## config.mk

```make
export PLATFORM = sky130hd
export DESIGN_NAME = canfd_dbit_timer
export DESIGN_NICKNAME = d
export VERILOG_FILES = /design/src/rtl/canfd_dbit_pkg.sv /design/src/rtl/canfd_dbit_cfg.sv /design/src/rtl/canfd_dbit_prescaler.sv /design/src/rtl/canfd_dbit_segctrl.sv /design/src/rtl/canfd_dbit_timer.sv
export SDC_FILE = /design/constraint.sdc
export NUM_CORES = 1
export LEC_CHECK = 0
export ABC_AREA = 1
export CAP_MARGIN = 40
export CORE_ASPECT_RATIO = 1.1
export CORE_MARGIN = 2
export CORE_UTILIZATION = 31
export DETAILED_ROUTE_END_ITERATION = 7
export DONT_BUFFER_PORTS = 1
export SYNTH_ARGS = -nofsm -noshare
export SYNTH_HDL_FRONTEND = slang
export SYNTH_SLANG_ARGS = --single-unit
```

## constraint.sdc

```tcl
create_clock -name clk -period 14 [get_ports clk]
set_input_delay 1.4 -clock clk [delete_from_list [all_inputs] [get_ports clk]]
set_output_delay 1.4 -clock clk [all_outputs]
set_load 0.03 [all_outputs]
```

## src/rtl/canfd_dbit_pkg.sv

```systemverilog
package canfd_dbit_pkg;
  typedef struct packed {
    logic syncStart;
    logic samplePt;
    logic nextBit;
    logic bitEnd;
  } bitStrobes_t;
endpackage

```

## src/rtl/canfd_dbit_cfg.sv

```systemverilog
// Guarded timing register plus range clamp of the segment fields.
module canfd_dbit_cfg #(
  parameter int PRESC_W   = 10,
  parameter int SEG1_W    = 5,
  parameter int SEG2_W    = 4,
  parameter int MIN_TQ    = 4,
  parameter int MAX_TQ    = 25,
  parameter int RST_PRESC = 0,
  parameter int RST_SEG1  = 10,
  parameter int RST_SEG2  = 3,
  parameter int QCNT_W    = 5
) (
  input  logic               clk,
  input  logic               rstN,
  input  logic               initMode,
  input  logic               cfgChangeEn,
  input  logic               cfgWrEn,
  input  logic [PRESC_W-1:0] wrPresc,
  input  logic [SEG1_W-1:0]  wrSeg1,
  input  logic [SEG2_W-1:0]  wrSeg2,
  output logic [PRESC_W-1:0] cfgPresc,
  output logic [SEG1_W-1:0]  cfgSeg1,
  output logic [SEG2_W-1:0]  cfgSeg2,
  output logic               cfgError,
  output logic [QCNT_W-1:0]  samplePos,
  output logic [QCNT_W-1:0]  bitLast
);
  localparam int TOT_W = SEG1_W + 2;
  localparam logic [TOT_W-1:0] SUM_MAX = TOT_W'(MAX_TQ - 3);
  localparam logic [TOT_W-1:0] SUM_MIN = TOT_W'(MIN_TQ - 3);
  localparam logic [TOT_W-1:0] TQ_MAX  = TOT_W'(MAX_TQ);
  localparam logic [TOT_W-1:0] TQ_MIN  = TOT_W'(MIN_TQ);

  logic             wrAllowed;
  logic [TOT_W-1:0] rawTotal, s1Eff, s2Eff, posWide, lastWide;

  assign wrAllowed = cfgWrEn && initMode && cfgChangeEn;

  always_ff @(posedge clk or negedge rstN) begin
    if (!rstN) begin
      cfgPresc <= PRESC_W'(RST_PRESC);
      cfgSeg1  <= SEG1_W'(RST_SEG1);
      cfgSeg2  <= SEG2_W'(RST_SEG2);
    end else if (wrAllowed) begin
      cfgPresc <= wrPresc;
      cfgSeg1  <= wrSeg1;
      cfgSeg2  <= wrSeg2;
    end
  end

  always_comb begin
    rawTotal = TOT_W'(cfgSeg1) + TOT_W'(cfgSeg2) + TOT_W'(3);
    s2Eff = TOT_W'(cfgSeg2);
    if (s2Eff > SUM_MAX) s2Eff = SUM_MAX;
    s1Eff = TOT_W'(cfgSeg1);
    if (s1Eff > SUM_MAX - s2Eff) s1Eff = SUM_MAX - s2Eff;
    if (s1Eff + s2Eff < SUM_MIN) s2Eff = SUM_MIN - s1Eff;
    posWide  = s1Eff + TOT_W'(1);
    lastWide = s1Eff + s2Eff + TOT_W'(2);
  end

  assign cfgError  = (rawTotal > TQ_MAX) || (rawTotal < TQ_MIN);
  assign samplePos = posWide[QCNT_W-1:0];
  assign bitLast   = lastWide[QCNT_W-1:0];
endmodule

```

## src/rtl/canfd_dbit_prescaler.sv

```systemverilog
// Quantum divider: counts 0..presc, held at zero in init mode.
module canfd_dbit_prescaler #(
  parameter int PRESC_W = 10
) (
  input  logic               clk,
  input  logic               rstN,
  input  logic               run,
  input  logic [PRESC_W-1:0] presc,
  output logic               tqTick,
  output logic               tqFirst
);
  logic [PRESC_W-1:0] preCnt;

  always_ff @(posedge clk or negedge rstN) begin
    if (!rstN)                preCnt <= '0;
    else if (!run)            preCnt <= '0;
    else if (preCnt == presc) preCnt <= '0;
    else                      preCnt <= preCnt + PRESC_W'(1);
  end

  assign tqTick  = run && (preCnt == presc);
  assign tqFirst = run && (preCnt == '0);
endmodule

```

## src/rtl/canfd_dbit_segctrl.sv

```systemverilog
// Quantum counter within a bit and the per-bit strobe set.
module canfd_dbit_segctrl
  import canfd_dbit_pkg::*;
#(
  parameter int QCNT_W = 5
) (
  input  logic              clk,
  input  logic              rstN,
  input  logic              run,
  input  logic              tqTick,
  input  logic              tqFirst,
  input  logic [QCNT_W-1:0] samplePos,
  input  logic [QCNT_W-1:0] bitLast,
  output bitStrobes_t       strobes
);
  logic [QCNT_W-1:0] qCnt;
  logic              nextBitQ;
  logic              sampleNow;

  always_ff @(posedge clk or negedge rstN) begin
    if (!rstN)              qCnt <= '0;
    else if (!run)          qCnt <= '0;
    else if (tqTick) begin
      if (qCnt == bitLast)  qCnt <= '0;
      else                  qCnt <= qCnt + QCNT_W'(1);
    end
  end

  assign sampleNow = tqTick && (qCnt == samplePos);

  always_ff @(posedge clk or negedge rstN) begin
    if (!rstN) nextBitQ <= 1'b0;
    else       nextBitQ <= sampleNow;
  end

  always_comb begin
    strobes.syncStart = tqFirst && (qCnt == '0);
    strobes.samplePt  = sampleNow;
    strobes.nextBit   = nextBitQ && run;
    strobes.bitEnd    = tqTick && (qCnt == bitLast);
  end
endmodule

```

## src/rtl/canfd_dbit_timer.sv

```systemverilog
module canfd_dbit_timer
  import canfd_dbit_pkg::*;
#(
  parameter int PRESC_W = 10,
  parameter int SEG1_W  = 5,
  parameter int SEG2_W  = 4,
  parameter int MIN_TQ  = 4,
  parameter int MAX_TQ  = 25
) (
  input  logic               clk,
  input  logic               rstN,
  input  logic               initMode,
  input  logic               cfgChangeEn,
  input  logic               cfgWrEn,
  input  logic [PRESC_W-1:0] wrPresc,
  input  logic [SEG1_W-1:0]  wrSeg1,
  input  logic [SEG2_W-1:0]  wrSeg2,
  output logic [PRESC_W-1:0] cfgPresc,
  output logic [SEG1_W-1:0]  cfgSeg1,
  output logic [SEG2_W-1:0]  cfgSeg2,
  output logic               cfgError,
  output logic               tqTick,
  output logic               syncStart,
  output logic               samplePt,
  output logic               nextBitStrobe,
  output logic               bitEnd
);
  localparam int QCNT_W = $clog2(MAX_TQ + 1);

  logic              run, tqFirst;
  logic [QCNT_W-1:0] samplePos, bitLast;
  bitStrobes_t       strobes;

  assign run = !initMode;

  canfd_dbit_cfg #(
    .PRESC_W(PRESC_W), .SEG1_W(SEG1_W), .SEG2_W(SEG2_W),
    .MIN_TQ(MIN_TQ), .MAX_TQ(MAX_TQ),
    .RST_PRESC(0), .RST_SEG1(10), .RST_SEG2(3), .QCNT_W(QCNT_W)
  ) uCfg (
    .clk(clk), .rstN(rstN), .initMode(initMode), .cfgChangeEn(cfgChangeEn),
    .cfgWrEn(cfgWrEn), .wrPresc(wrPresc), .wrSeg1(wrSeg1), .wrSeg2(wrSeg2),
    .cfgPresc(cfgPresc), .cfgSeg1(cfgSeg1), .cfgSeg2(cfgSeg2),
    .cfgError(cfgError), .samplePos(samplePos), .bitLast(bitLast)
  );

  canfd_dbit_prescaler #(.PRESC_W(PRESC_W)) uPre (
    .clk(clk), .rstN(rstN), .run(run), .presc(cfgPresc),
    .tqTick(tqTick), .tqFirst(tqFirst)
  );

  canfd_dbit_segctrl #(.QCNT_W(QCNT_W)) uSeg (
    .clk(clk), .rstN(rstN), .run(run), .tqTick(tqTick), .tqFirst(tqFirst),
    .samplePos(samplePos), .bitLast(bitLast), .strobes(strobes)
  );

  assign syncStart     = strobes.syncStart;
  assign samplePt      = strobes.samplePt;
  assign nextBitStrobe = strobes.nextBit;
  assign bitEnd        = strobes.bitEnd;
endmodule

```

==> reports/summary.txt <==
HPWL Detailed = 4910 um
clock buffer depth = 2
Initial DRC Count = 84
max_slew headroom = 53.5%
root buf cell = clkbuf_8
antenna violations before repair = 0
# DRC = 0
Setup TNS Final = 0 ps
Slew @ Worst Pin = 695 ps
Max Cap Viol = 0
slowest CP cell = dfstp_2
commonest non-fill, non-tap cell in the layout = nand2_1
RSZ-0062 raised after global routing = no
vias per cell = 4.82
average routed wire per standard cell = 13.5 um
status = finished clean
die area = 0.00973 sq mm
Post-synth EDFFs = 0
wirelength, routed = 6220 um
clk sinks = 35
Bufs and invs on worst path = 5
syn nets = 399
Power Dens Cells = 176 mW/mm^2
CP top delay family = adder cells
async set-reset flop share out of synthesis = 100%
largest net degree at the start of global routing = 36
Synth cell types = 36
FF+latch count, synth = 35
leakage = 1.46 nW
Site Rows = 36
Avg Cell Area, Syn = 8.11 sq um
Worst VDD drop = 0.0792 mV
Worst EP arrival = 6270 ps
Clock Latency Late Sink = 290 ps
die width = 94.2 um
Post-CTS Setup Bufs = 0
synthesized area = 0.00278 sq mm
CP endpoint kind = output port
critical path required time = 12600 ps
min-delay worst type = reg2reg
core area = 0.00878 sq mm
total gr overflow = 0
Final setup viols = 0
hold_buf cts = 0
CTS tree = built
final worst path period need = 7670 ps
Worst Skew = 10.6 ps
Crit path largest cell delay = 740 ps
crit path launch type = flop
Total GRT Usage = 14.0%
most frequent cells in the layout = 65 x nand2_1, 39 x inv_1, 36 x nor2_1
Fin. Hold Viols = 0
predominant post-synthesis flop cell = dfrtp_1
Area Growth Syn to Fin = 9.78%
post-CTS sizing = 0
YS warnings = 0
Port Buffers = 0
Antenna Violating Nets Remaining = 0
# IOs = 49
Inserted Diodes = 0
layout cells sized above 1 = 13.5%
clk slew on worst S/H paths = 90 ps
Placed Area = 0.00293 sq mm
Synth Instances = 342
Final Slew Violations = 0
vias in the first global route = 2261
fin area = 0.00305 sq mm
Crit Path Max Fanout = 8
via count = 2225
GPL Wtd Cong = 0.799
first-pass GRT wire length = 10600 um
Tcrit/Tclk final = 54.8%
Setup CP Type = reg2out
max frequency = 0.130 GHz
clock buffer count from CTS = 5
Filler Cell Count = 928
Starting Density = 31.6%
Pre-Repair DR Iteration Count = 4
Seq/Total Area, Yosys = 31.7%
nets = 404
H-tree levels = 2
Die H = 103 um
[metrics by stage]
step / power [mW] / utilization [%] / hold WS [ps] / std cells / setup slack (ps)
6_report: 0.535 / 34.7 / 524 / 462 / 6330
5_1_grt: 0.594 / 34.7 / 570 / 462 / 5730
4_1_cts: 0.542 / 34.7 / 531 / 462 / 6290
3_5_place_dp: 0.443 / 33.4 / 519 / 454 / 6610
3_3_place_gp: 0.432 / 33.0 / 524 / 452 / 6780
2_1_floorplan: 0.389 / - / 489 / 342 / 7190
[power breakdown]
group	total (mW)	switching, mW	internal (mW)
clock network	0.0940	0.0409	0.0531
logic	0.290	0.172	0.118
registers	0.151	0.0379	0.113
total	0.535	0.251	0.285
[sequential cells by signal, indices dropped and copies added (netlist names)]
| name | count |
|---|---|
| uCfg.cfgPresc | 10 |
| uPre.preCnt | 10 |
| uCfg.cfgSeg1 | 5 |
| uSeg.qCnt | 5 |
| uCfg.cfgSeg2 | 4 |
| uSeg.nextBitQ | 1 |
[worst register-to-register path: cells and delay by family, from the launching register on]
family | cells | cell delay [ps]
compound gates | 2 | 370
xor+xnor | 3 | 500
fa+ha+maj | 7 | 2170
buf+inv | 5 | 370
flops | 1 | 740
simple gates | 13 | 1520
[Yosys cell counts (2+ instances only)]
master	count	area share [%]
o21ai_0	3	0.54
nor2_2	2	0.45
inv_2	3	0.41
clkbuf_1	3	0.41
nor3_1	9	1.6
nor2_1	36	4.9
xnor2_1	14	4.4
dfrtp_1	31	28
nand4_1	2	0.45
dfstp_2	4	3.8
or2_1	2	0.45
nor4_1	3	0.68
a21oi_1	18	3.2
xor2_1	16	5.0
ha_1	30	14
fa_1	3	2.2
nand2_4	2	0.81
nand3_1	23	4.1
nand2_2	7	1.6
mux2_2	13	5.3
nand2_1	65	8.8
inv_1	39	5.3
[final cells by class]
| class | instances | area [sq um] | area share (%) |
|---|---|---|---|
| sequential | 35 | 881 | 28.9 |
| timing repair buffer | 2 | 32.5 | 1.07 |
| inverter | 42 | 158 | 5.17 |
| multi-input combinational | 261 | 1720 | 56.5 |
| clock buffer | 5 | 68.8 | 2.26 |
| tap | 114 | 143 | 4.68 |
| clock inverter | 3 | 43.8 | 1.44 |
[per-layer routing]
layer / GRT usage [%] / vias up / part of all wire (%)
li1: - / 1121 / -
met5: 0 / - / 0
met1: 16.3 / 1055 / 43
met3: 4.13 / 2 / 6.0
met4: 4.24 / 0 / 0.58
met2: 25.1 / 47 / 50
[path summary, 6_finish.rpt]
path	startpoint	to	slack (ps)	cells past startpoint
max in group asynchronous	rstN	uCfg.cfgSeg1[3]	13020	0
worst min register to register	uPre.preCnt[0]	uPre.preCnt[0]	520	1
worst max-delay path	uCfg.cfgSeg2[1]	bitEnd	6330	29
min in group asynchronous	rstN	uPre.preCnt[1]	790	0
worst max register to register	uCfg.cfgSeg2[1]	uSeg.qCnt[4]	8260	30
worst min-delay path	uPre.preCnt[0]	uPre.preCnt[0]	520	1
[kinds of logic (layout without fill, tap and decap cells)]
| group | after synthesis | count (layout) | share of synthesized area [%] |
|---|---|---|---|
| AO/OA/AOI/OAI | 28 | 28 | 5.59 |
| buffers and inverters | 46 | 52 | 6.27 |
| flip-flops | 35 | 35 | 31.7 |
| adder cells (fa/ha/maj) | 33 | 33 | 15.7 |
| multiplexers | 13 | 13 | 5.28 |
| XOR/XNOR | 30 | 30 | 9.47 |
| AND/OR/NAND/NOR | 157 | 157 | 26.0 |
No activity file was read; power rests on OpenSTA's default activity.
